[src/rtl/vdma_pkg.sv]
package vdma_pkg;
  localparam int unsigned DW      = 8;
  localparam int unsigned AW      = 16;
  localparam int unsigned WIN_AW  = 13;
  localparam int unsigned REG_AW  = 3;
  localparam int unsigned BLK_LG  = 4;
  localparam int unsigned LEN_W   = 7;
  localparam int unsigned SRC_BW  = AW - BLK_LG;
  localparam int unsigned DST_BW  = WIN_AW - BLK_LG;
  localparam logic [AW-WIN_AW-1:0] WIN_TAG = 3'b100;

  typedef enum logic [1:0] {ST_IDLE, ST_WAIT, ST_COPY} st_e;
  typedef enum logic {MODE_GEN, MODE_BLANK} mode_e;
endpackage

[src/rtl/vdma_hb_edge.sv]
module vdma_hb_edge (
  input  logic clk_i,
  input  logic rst_ni,
  input  logic hblank_i,
  input  logic disp_en_i,
  output logic edge_o
);
  logic hb_q;

  always_ff @(posedge clk_i or negedge rst_ni) begin
    if (!rst_ni) hb_q <= 1'b0;
    else         hb_q <= hblank_i;
  end

  assign edge_o = hblank_i & ~hb_q & disp_en_i;
endmodule

[src/rtl/vdma_copy.sv]
module vdma_copy
  import vdma_pkg::*;
(
  input  logic              clk_i,
  input  logic              rst_ni,
  input  logic              go_i,
  input  logic [SRC_BW-1:0] src_blk_i,
  input  logic [DST_BW-1:0] dst_blk_i,
  input  logic [DW-1:0]     mem_rdata_i,
  output logic [AW-1:0]     mem_addr_o,
  output logic              mem_re_o,
  output logic              mem_we_o,
  output logic [DW-1:0]     mem_wdata_o,
  output logic              blk_done_o
);
  logic              wr_phase_q;
  logic [BLK_LG-1:0] idx_q;

  always_ff @(posedge clk_i or negedge rst_ni) begin
    if (!rst_ni) begin
      wr_phase_q <= 1'b0;
      idx_q      <= '0;
    end else if (!go_i) begin
      wr_phase_q <= 1'b0;
      idx_q      <= '0;
    end else begin
      wr_phase_q <= ~wr_phase_q;
      if (wr_phase_q) idx_q <= idx_q + 1'b1;
    end
  end

  assign mem_re_o    = go_i & ~wr_phase_q;
  assign mem_we_o    = go_i & wr_phase_q;
  assign mem_addr_o  = wr_phase_q ? {WIN_TAG, dst_blk_i, idx_q} : {src_blk_i, idx_q};
  assign mem_wdata_o = mem_rdata_i;
  assign blk_done_o  = go_i & wr_phase_q & (&idx_q);

  assert_rw_excl_R9: assert property (@(posedge clk_i) disable iff (!rst_ni)
    !(mem_re_o && mem_we_o));
  assert_wr_after_rd_R9: assert property (@(posedge clk_i) disable iff (!rst_ni)
    mem_we_o |-> $past(mem_re_o));
endmodule

[src/rtl/vdma_ctrl.sv]
module vdma_ctrl
  import vdma_pkg::*;
(
  input  logic              clk_i,
  input  logic              rst_ni,
  input  logic              reg_we_i,
  input  logic [REG_AW-1:0] reg_addr_i,
  input  logic [DW-1:0]     reg_wdata_i,
  output logic [DW-1:0]     reg_rdata_o,
  input  logic              hb_edge_i,
  input  logic              blk_done_i,
  output logic              go_o,
  output logic [SRC_BW-1:0] src_blk_o,
  output logic [DST_BW-1:0] dst_blk_o
);
  localparam logic [REG_AW-1:0] IDX_SRC_HI = 3'd0;
  localparam logic [REG_AW-1:0] IDX_SRC_LO = 3'd1;
  localparam logic [REG_AW-1:0] IDX_DST_HI = 3'd2;
  localparam logic [REG_AW-1:0] IDX_DST_LO = 3'd3;
  localparam logic [REG_AW-1:0] IDX_CTRL   = 3'd4;
  localparam int unsigned SRC_HI_W = SRC_BW - BLK_LG;
  localparam int unsigned DST_HI_W = DST_BW - BLK_LG;

  st_e               st_q;
  mode_e             mode_q;
  logic [LEN_W-1:0]  rem_q;
  logic              stop_q;
  logic [SRC_BW-1:0] src_q;
  logic [DST_BW-1:0] dst_q;
  logic              cfg_wr, ctrl_wr;

  assign cfg_wr  = reg_we_i && (st_q != ST_COPY);
  assign ctrl_wr = cfg_wr && (reg_addr_i == IDX_CTRL);

  always_ff @(posedge clk_i or negedge rst_ni) begin
    if (!rst_ni) begin
      st_q   <= ST_IDLE;
      mode_q <= MODE_GEN;
      rem_q  <= '1;
      stop_q <= 1'b0;
      src_q  <= '0;
      dst_q  <= '0;
    end else begin
      if (cfg_wr) begin
        case (reg_addr_i)
          IDX_SRC_HI: src_q[SRC_BW-1:BLK_LG] <= reg_wdata_i[SRC_HI_W-1:0];
          IDX_SRC_LO: src_q[BLK_LG-1:0]      <= reg_wdata_i[DW-1:DW-BLK_LG];
          IDX_DST_HI: dst_q[DST_BW-1:BLK_LG] <= reg_wdata_i[DST_HI_W-1:0];
          IDX_DST_LO: dst_q[BLK_LG-1:0]      <= reg_wdata_i[DW-1:DW-BLK_LG];
          default: ;
        endcase
      end
      case (st_q)
        ST_IDLE: begin
          if (ctrl_wr) begin
            rem_q  <= reg_wdata_i[LEN_W-1:0];
            stop_q <= 1'b0;
            if (reg_wdata_i[DW-1]) begin
              mode_q <= MODE_BLANK;
              st_q   <= ST_WAIT;
            end else begin
              mode_q <= MODE_GEN;
              st_q   <= ST_COPY;
            end
          end
        end
        ST_WAIT: begin
          if (ctrl_wr) begin
            if (reg_wdata_i[DW-1]) begin
              rem_q  <= reg_wdata_i[LEN_W-1:0];
              stop_q <= 1'b0;
            end else begin
              stop_q <= 1'b1;
            end
          end
          if (hb_edge_i) begin
            stop_q <= 1'b0;
            st_q   <= stop_q ? ST_IDLE : ST_COPY;
          end
        end
        ST_COPY: begin
          if (blk_done_i) begin
            src_q <= src_q + 1'b1;
            dst_q <= dst_q + 1'b1;
            rem_q <= rem_q - 1'b1;
            if (rem_q == '0)            st_q <= ST_IDLE;
            else if (mode_q == MODE_GEN) st_q <= ST_COPY;
            else                         st_q <= ST_WAIT;
          end
        end
        default: st_q <= ST_IDLE;
      endcase
    end
  end

  assign go_o        = (st_q == ST_COPY);
  assign src_blk_o   = src_q;
  assign dst_blk_o   = dst_q;
  assign reg_rdata_o = (reg_addr_i == IDX_CTRL) ? {st_q == ST_IDLE, rem_q} : '1;

  assert_addr_step_R3: assert property (@(posedge clk_i) disable iff (!rst_ni)
    blk_done_i |=> (src_q == SRC_BW'($past(src_q) + 1'b1)) &&
                   (dst_q == DST_BW'($past(dst_q) + 1'b1)));
  assert_rem_step_R3: assert property (@(posedge clk_i) disable iff (!rst_ni)
    blk_done_i |=> rem_q == LEN_W'($past(rem_q) - 1'b1));
  assert_gen_no_stop_R4: assert property (@(posedge clk_i) disable iff (!rst_ni)
    (st_q == ST_COPY && mode_q == MODE_GEN && !blk_done_i) |=> st_q == ST_COPY);
  assert_one_blk_R5: assert property (@(posedge clk_i) disable iff (!rst_ni)
    (st_q == ST_COPY && mode_q == MODE_BLANK && blk_done_i) |=> st_q != ST_COPY);
  assert_busy_flag_R8: assert property (@(posedge clk_i) disable iff (!rst_ni)
    (st_q != ST_IDLE) |-> (reg_addr_i != IDX_CTRL) || !reg_rdata_o[DW-1]);
endmodule

[src/rtl/vdma_engine.sv]
module vdma_engine
  import vdma_pkg::*;
(
  input  logic              clk_i,
  input  logic              rst_ni,
  input  logic              reg_we_i,
  input  logic [REG_AW-1:0] reg_addr_i,
  input  logic [DW-1:0]     reg_wdata_i,
  output logic [DW-1:0]     reg_rdata_o,
  output logic [AW-1:0]     mem_addr_o,
  output logic              mem_re_o,
  output logic              mem_we_o,
  output logic [DW-1:0]     mem_wdata_o,
  input  logic [DW-1:0]     mem_rdata_i,
  input  logic              hblank_i,
  input  logic              disp_en_i,
  output logic              cpu_halt_o
);
  logic              hb_edge, blk_done, go;
  logic [SRC_BW-1:0] src_blk;
  logic [DST_BW-1:0] dst_blk;

  vdma_hb_edge u_hb_edge (
    .clk_i     (clk_i),
    .rst_ni    (rst_ni),
    .hblank_i  (hblank_i),
    .disp_en_i (disp_en_i),
    .edge_o    (hb_edge)
  );

  vdma_ctrl u_ctrl (
    .clk_i       (clk_i),
    .rst_ni      (rst_ni),
    .reg_we_i    (reg_we_i),
    .reg_addr_i  (reg_addr_i),
    .reg_wdata_i (reg_wdata_i),
    .reg_rdata_o (reg_rdata_o),
    .hb_edge_i   (hb_edge),
    .blk_done_i  (blk_done),
    .go_o        (go),
    .src_blk_o   (src_blk),
    .dst_blk_o   (dst_blk)
  );

  vdma_copy u_copy (
    .clk_i       (clk_i),
    .rst_ni      (rst_ni),
    .go_i        (go),
    .src_blk_i   (src_blk),
    .dst_blk_i   (dst_blk),
    .mem_rdata_i (mem_rdata_i),
    .mem_addr_o  (mem_addr_o),
    .mem_re_o    (mem_re_o),
    .mem_we_o    (mem_we_o),
    .mem_wdata_o (mem_wdata_o),
    .blk_done_o  (blk_done)
  );

  assign cpu_halt_o = go;

  assert_halt_bus_R9: assert property (@(posedge clk_i) disable iff (!rst_ni)
    !cpu_halt_o |-> !mem_re_o && !mem_we_o);
  assert_start_cause_R6: assert property (@(posedge clk_i) disable iff (!rst_ni)
    $rose(cpu_halt_o) |-> $past(reg_we_i) || ($past(hblank_i) && $past(disp_en_i)));
  assert_win_dest_R2: assert property (@(posedge clk_i) disable iff (!rst_ni)
    mem_we_o |-> mem_addr_o[AW-1:WIN_AW] == WIN_TAG);
endmodule

[config.mk]
export PLATFORM = sky130hd
export DESIGN_NAME = vdma_engine
export DESIGN_NICKNAME = d
export VERILOG_FILES = /design/src/rtl/vdma_pkg.sv /design/src/rtl/vdma_hb_edge.sv /design/src/rtl/vdma_copy.sv /design/src/rtl/vdma_ctrl.sv /design/src/rtl/vdma_engine.sv
export SDC_FILE = /design/constraint.sdc
export NUM_CORES = 1
export LEC_CHECK = 0
export BUFFER_PORTS_ARGS = -buffer_cell sky130_fd_sc_hd__buf_2
export CORE_MARGIN = 1
export CORE_UTILIZATION = 49
export DETAILED_ROUTE_END_ITERATION = 8
export PLACE_DENSITY = 0.77
export SYNTH_ARGS = -nofsm -noshare
export SYNTH_HDL_FRONTEND = slang
export SYNTH_SLANG_ARGS = --single-unit
[constraint.sdc]
create_clock -name clk_i -period 1.65 [get_ports clk_i]
set_clock_uncertainty 0.05 [all_clocks]
set_input_delay 0 -clock clk_i [delete_from_list [all_inputs] [get_ports clk_i]]
set_output_delay 0 -clock clk_i [all_outputs]
set_load 0.05 [all_outputs]
==> impl_metrics.ini <==
[hold_path]
hold_class = input pin to flop
whs_endpoint = u_ctrl.dst_blk_o[2]$_DFF_PN0_
hold_depth = 3
min_from = reg_wdata_i[6]

[power]
pwr-share-comb = 0.574
clkPwrFrac = 0.109
p_leak_nw = 1.49
seq_power_share = 0.317
ir_drop_mv = 1.64
power.switching_mw = 2.88
totalPowerFinal_mw = 5.70
powerDensity_mw_per_mm2 = 1610
p_int_mw = 2.82
p_sw_frac = 0.506

[die]
die_y_um = 74.1
rows = 25
num_io_pins = 59
start_util = 0.525
die-area_mm2 = 0.00548
core_mm2 = 0.00485
die_w_um = 74.1

[final_layout]
drive_above_1_share = 0.437
num-fill-cells = 334
fin_nets = 392
syn_to_final_growth_pct = 39.2
final_cell_mix = 41 x buf_2, 34 x buf_4, 27 x dfrtp_1, 24 x nand2_1, 17 x dlygate4sd3_1
diodes = 0
final_common_cell = buf_2

[synth]
ys_seq_area_frac = 0.377
yosys_warnings = 0
synth_seq_cells = 38
syn_area_mm2 = 0.00254
synth_area_per_cell_um2 = 9.12
yosys.cell_types.count = 57
async_flop_share = 1.00
syn-num-nets = 308
synth_cells = 279
synth_edf_count = 0
synth_ff_type = dfrtp_1

[global_routing]
grt_max_degree = 22
grt_first_pass_wirelength_um = 11700
grt-ovfl-total = 0
grt_use_total = 0.284
grt_pass1_vias = 2428
grt_antenna_before_repair = 0

[detailed_routing]
route.detailed.drc = 0
wl_per_cell_um = 17.7
via_count = 2652
drt_iter0_drc = 187
wl_um = 7650
firstDrtPassIters = 5
drtAntennaViolNets = 0
vias_per_cell = 6.15

[clock_tree]
clock_latency_ns = 0.30
clkSinkCount = 38
h-tree-depth = 2
cts.clk_slew.worst_paths_ns = 0.07
cts_tree = yes
cts_buffers = 5
clockBufferDepth = 2
cts_root_buffer = clkbuf_8

[placed_design]
gp_congestion = 0.894
hpwl_um = 5130
dpl_worst_slack_ns = -0.0639
io_buffers = 42

[sta]
setup_viol = 17
drv_slew = 0
max_freq_mhz = 563
slew_headroom = 0.646
fin_tns_setup_ns = -1.20
rsz0062_at_grt = yes
worst_slack_ns = -0.125
period_share = 1.08
final.min_clock_period_ns = 1.77
hold_violations = 0
worst_pin_slew_ns = 0.531

[worst_setup_path]
crit_path_top_delay_cell = dfrtp_2
critPathRequiredTime_ns = 1.79
regToRegSetupSlack_ns = -0.12
cp-end-kind = flop
critPathTopFamily = flip-flops
crit_chain = ha_4 > nand4_1 > buf_4 > nor2_4 > mux2_4 > o221a_4
worst_ep_arrival_time_ns = 1.91
critPathMaxFanout = 5
path_buf_inv = 1
critPathKind = flop to flop
startpoint_type = flop
cpPeakStageDelay_ns = 0.39
rr_worst_depth = 6
r2r_start = u_copy.idx_q[0]$_DFFE_PN0N_
rr_endpoint = u_ctrl.src_blk_o[11]$_DFF_PN0_

[outcome]
status = complete, but fails checks
violations = setup timing

[flow_run]
cap_violations = 0
cell usage after synthesis (all sizes together) (2+ instances only):
cell type / number / area [um^2]
dfrtp: 31 / 776
nand2: 26 / 97.6
buf: 18 / 125
nor2: 18 / 67.6
nand3: 15 / 75.1
a21oi: 14 / 73.8
mux2: 13 / 146
inv: 12 / 45.0
nor3: 9 / 45.0
o21ai: 9 / 45.0
nand4: 8 / 50.1
o22ai: 8 / 50.1
dfstp: 7 / 184
nand2b: 7 / 43.8
o221a: 7 / 78.8
a311oi: 6 / 52.6
and3: 6 / 37.5
clkbuf: 6 / 23.8
ha: 5 / 62.6
mux2i: 5 / 50.1
nor2b: 4 / 25.0
nor4: 4 / 40.0
o211ai: 4 / 30.0
a211oi: 3 / 22.5
nand4b: 3 / 26.3
o32ai: 3 / 26.3
a31oi: 2 / 12.5
a32o: 2 / 20.0
and3b: 2 / 17.5
and4: 2 / 17.5
or3: 2 / 17.5
xor2: 2 / 17.5
registers in the layout, summed over array words and instances, names as in the netlist:
| name | count |
|---|---|
| u_ctrl.src_blk_o | 12 |
| u_ctrl.dst_blk_o | 9 |
| u_ctrl.rem_q | 7 |
| u_copy.idx_q | 4 |
| u_ctrl.st_q | 2 |
| u_copy.wr_phase_q | 1 |
| u_ctrl.mode_q | 1 |
| u_ctrl.stop_q | 1 |
| u_hb_edge.hb_q | 1 |
logic make-up (layout without fill, tap and decap cells):
logic type | Yosys count | count (layout) | synth area share
compound gates | 67 | 67 | 0.193
xor+xnor | 3 | 3 | 0.0103
fa+ha+maj | 5 | 5 | 0.0246
buf+inv | 36 | 121 | 0.0762
flops | 38 | 38 | 0.377
mux | 18 | 18 | 0.0772
simple gates | 112 | 112 | 0.242
worst max-delay path by stage:
stage | slack, ns | cells after the start | endpoint | start
after floorplan | -0.18 | 5 | u_ctrl.src_blk_o[11]$_DFF_PN0_ | u_copy.idx_q[0]$_DFFE_PN0N_
after global placement | -0.04 | 6 | u_ctrl.dst_blk_o[5]$_DFF_PN0_ | u_copy.idx_q[1]$_DFFE_PN0N_
after detailed placement | -0.06 | 6 | u_ctrl.dst_blk_o[6]$_DFF_PN0_ | u_copy.idx_q[1]$_DFFE_PN0N_
after CTS | -0.07 | 7 | u_ctrl.src_blk_o[9]$_DFF_PN0_ | u_copy.idx_q[1]$_DFFE_PN0N_
after global routing | -0.17 | 7 | u_ctrl.dst_blk_o[6]$_DFF_PN0_ | u_copy.idx_q[0]$_DFFE_PN0N_
final | -0.12 | 6 | u_ctrl.src_blk_o[11]$_DFF_PN0_ | u_copy.idx_q[0]$_DFFE_PN0N_
layout make-up:
class | count | area, um^2 | area share
repair buffers | 101 | 737 | 0.208
flip-flops and latches | 38 | 965 | 0.272
well taps | 67 | 83.8 | 0.0237
clock inverters | 2 | 8.76 | 0.00247
multi-input cells | 205 | 1630 | 0.460
inverters | 12 | 45.0 | 0.0127
clock buffers | 6 | 72.6 | 0.0205
through the flow:
step	hold WS, ns	std cells	instance area [um^2]	util
after floorplan	-0.346	279	2710	-
after global placement	-0.0865	397	3070	0.633
after detailed placement	-0.0836	397	3070	0.633
after CTS	0.00900	424	3380	0.697
after global routing	0.0801	431	3540	0.730
final	0.0461	431	3540	0.730
power groups by stage:
stage               combinational, mW  clock [mW]  sequential [mW]
floorplan                        2.32           0             1.72
global placement                 2.95           0             1.78
detailed placement               2.99           0             1.79
CTS                              3.10       0.628             1.78
global route                     3.48       0.658             1.86
finish                           3.27       0.624             1.81
layer usage:
metal,share of wire,wire length [um],global-route usage
met5,0,0,0
met3,0.062,476,0.0379
met2,0.47,3620,0.448
met4,0.033,255,0.132
met1,0.43,3300,0.386
worst reg2reg max path, stage by stage, from the launching register on:
cell,delay [ns]
dfrtp_2,0.39
ha_4,0.14
nand4_1,0.17
buf_4,0.20
nor2_4,0.19
mux2_4,0.33
o221a_4,0.21
what timing repair did:
action	CTS	global route
setup endpoints to repair	8	24
hold buffers	17	0
resized for setup	7	22
pin swaps	2	9
buffers inserted	2	7
hold endpoints to repair	56	0
Note: power is estimated with default switching activity, not from simulation.
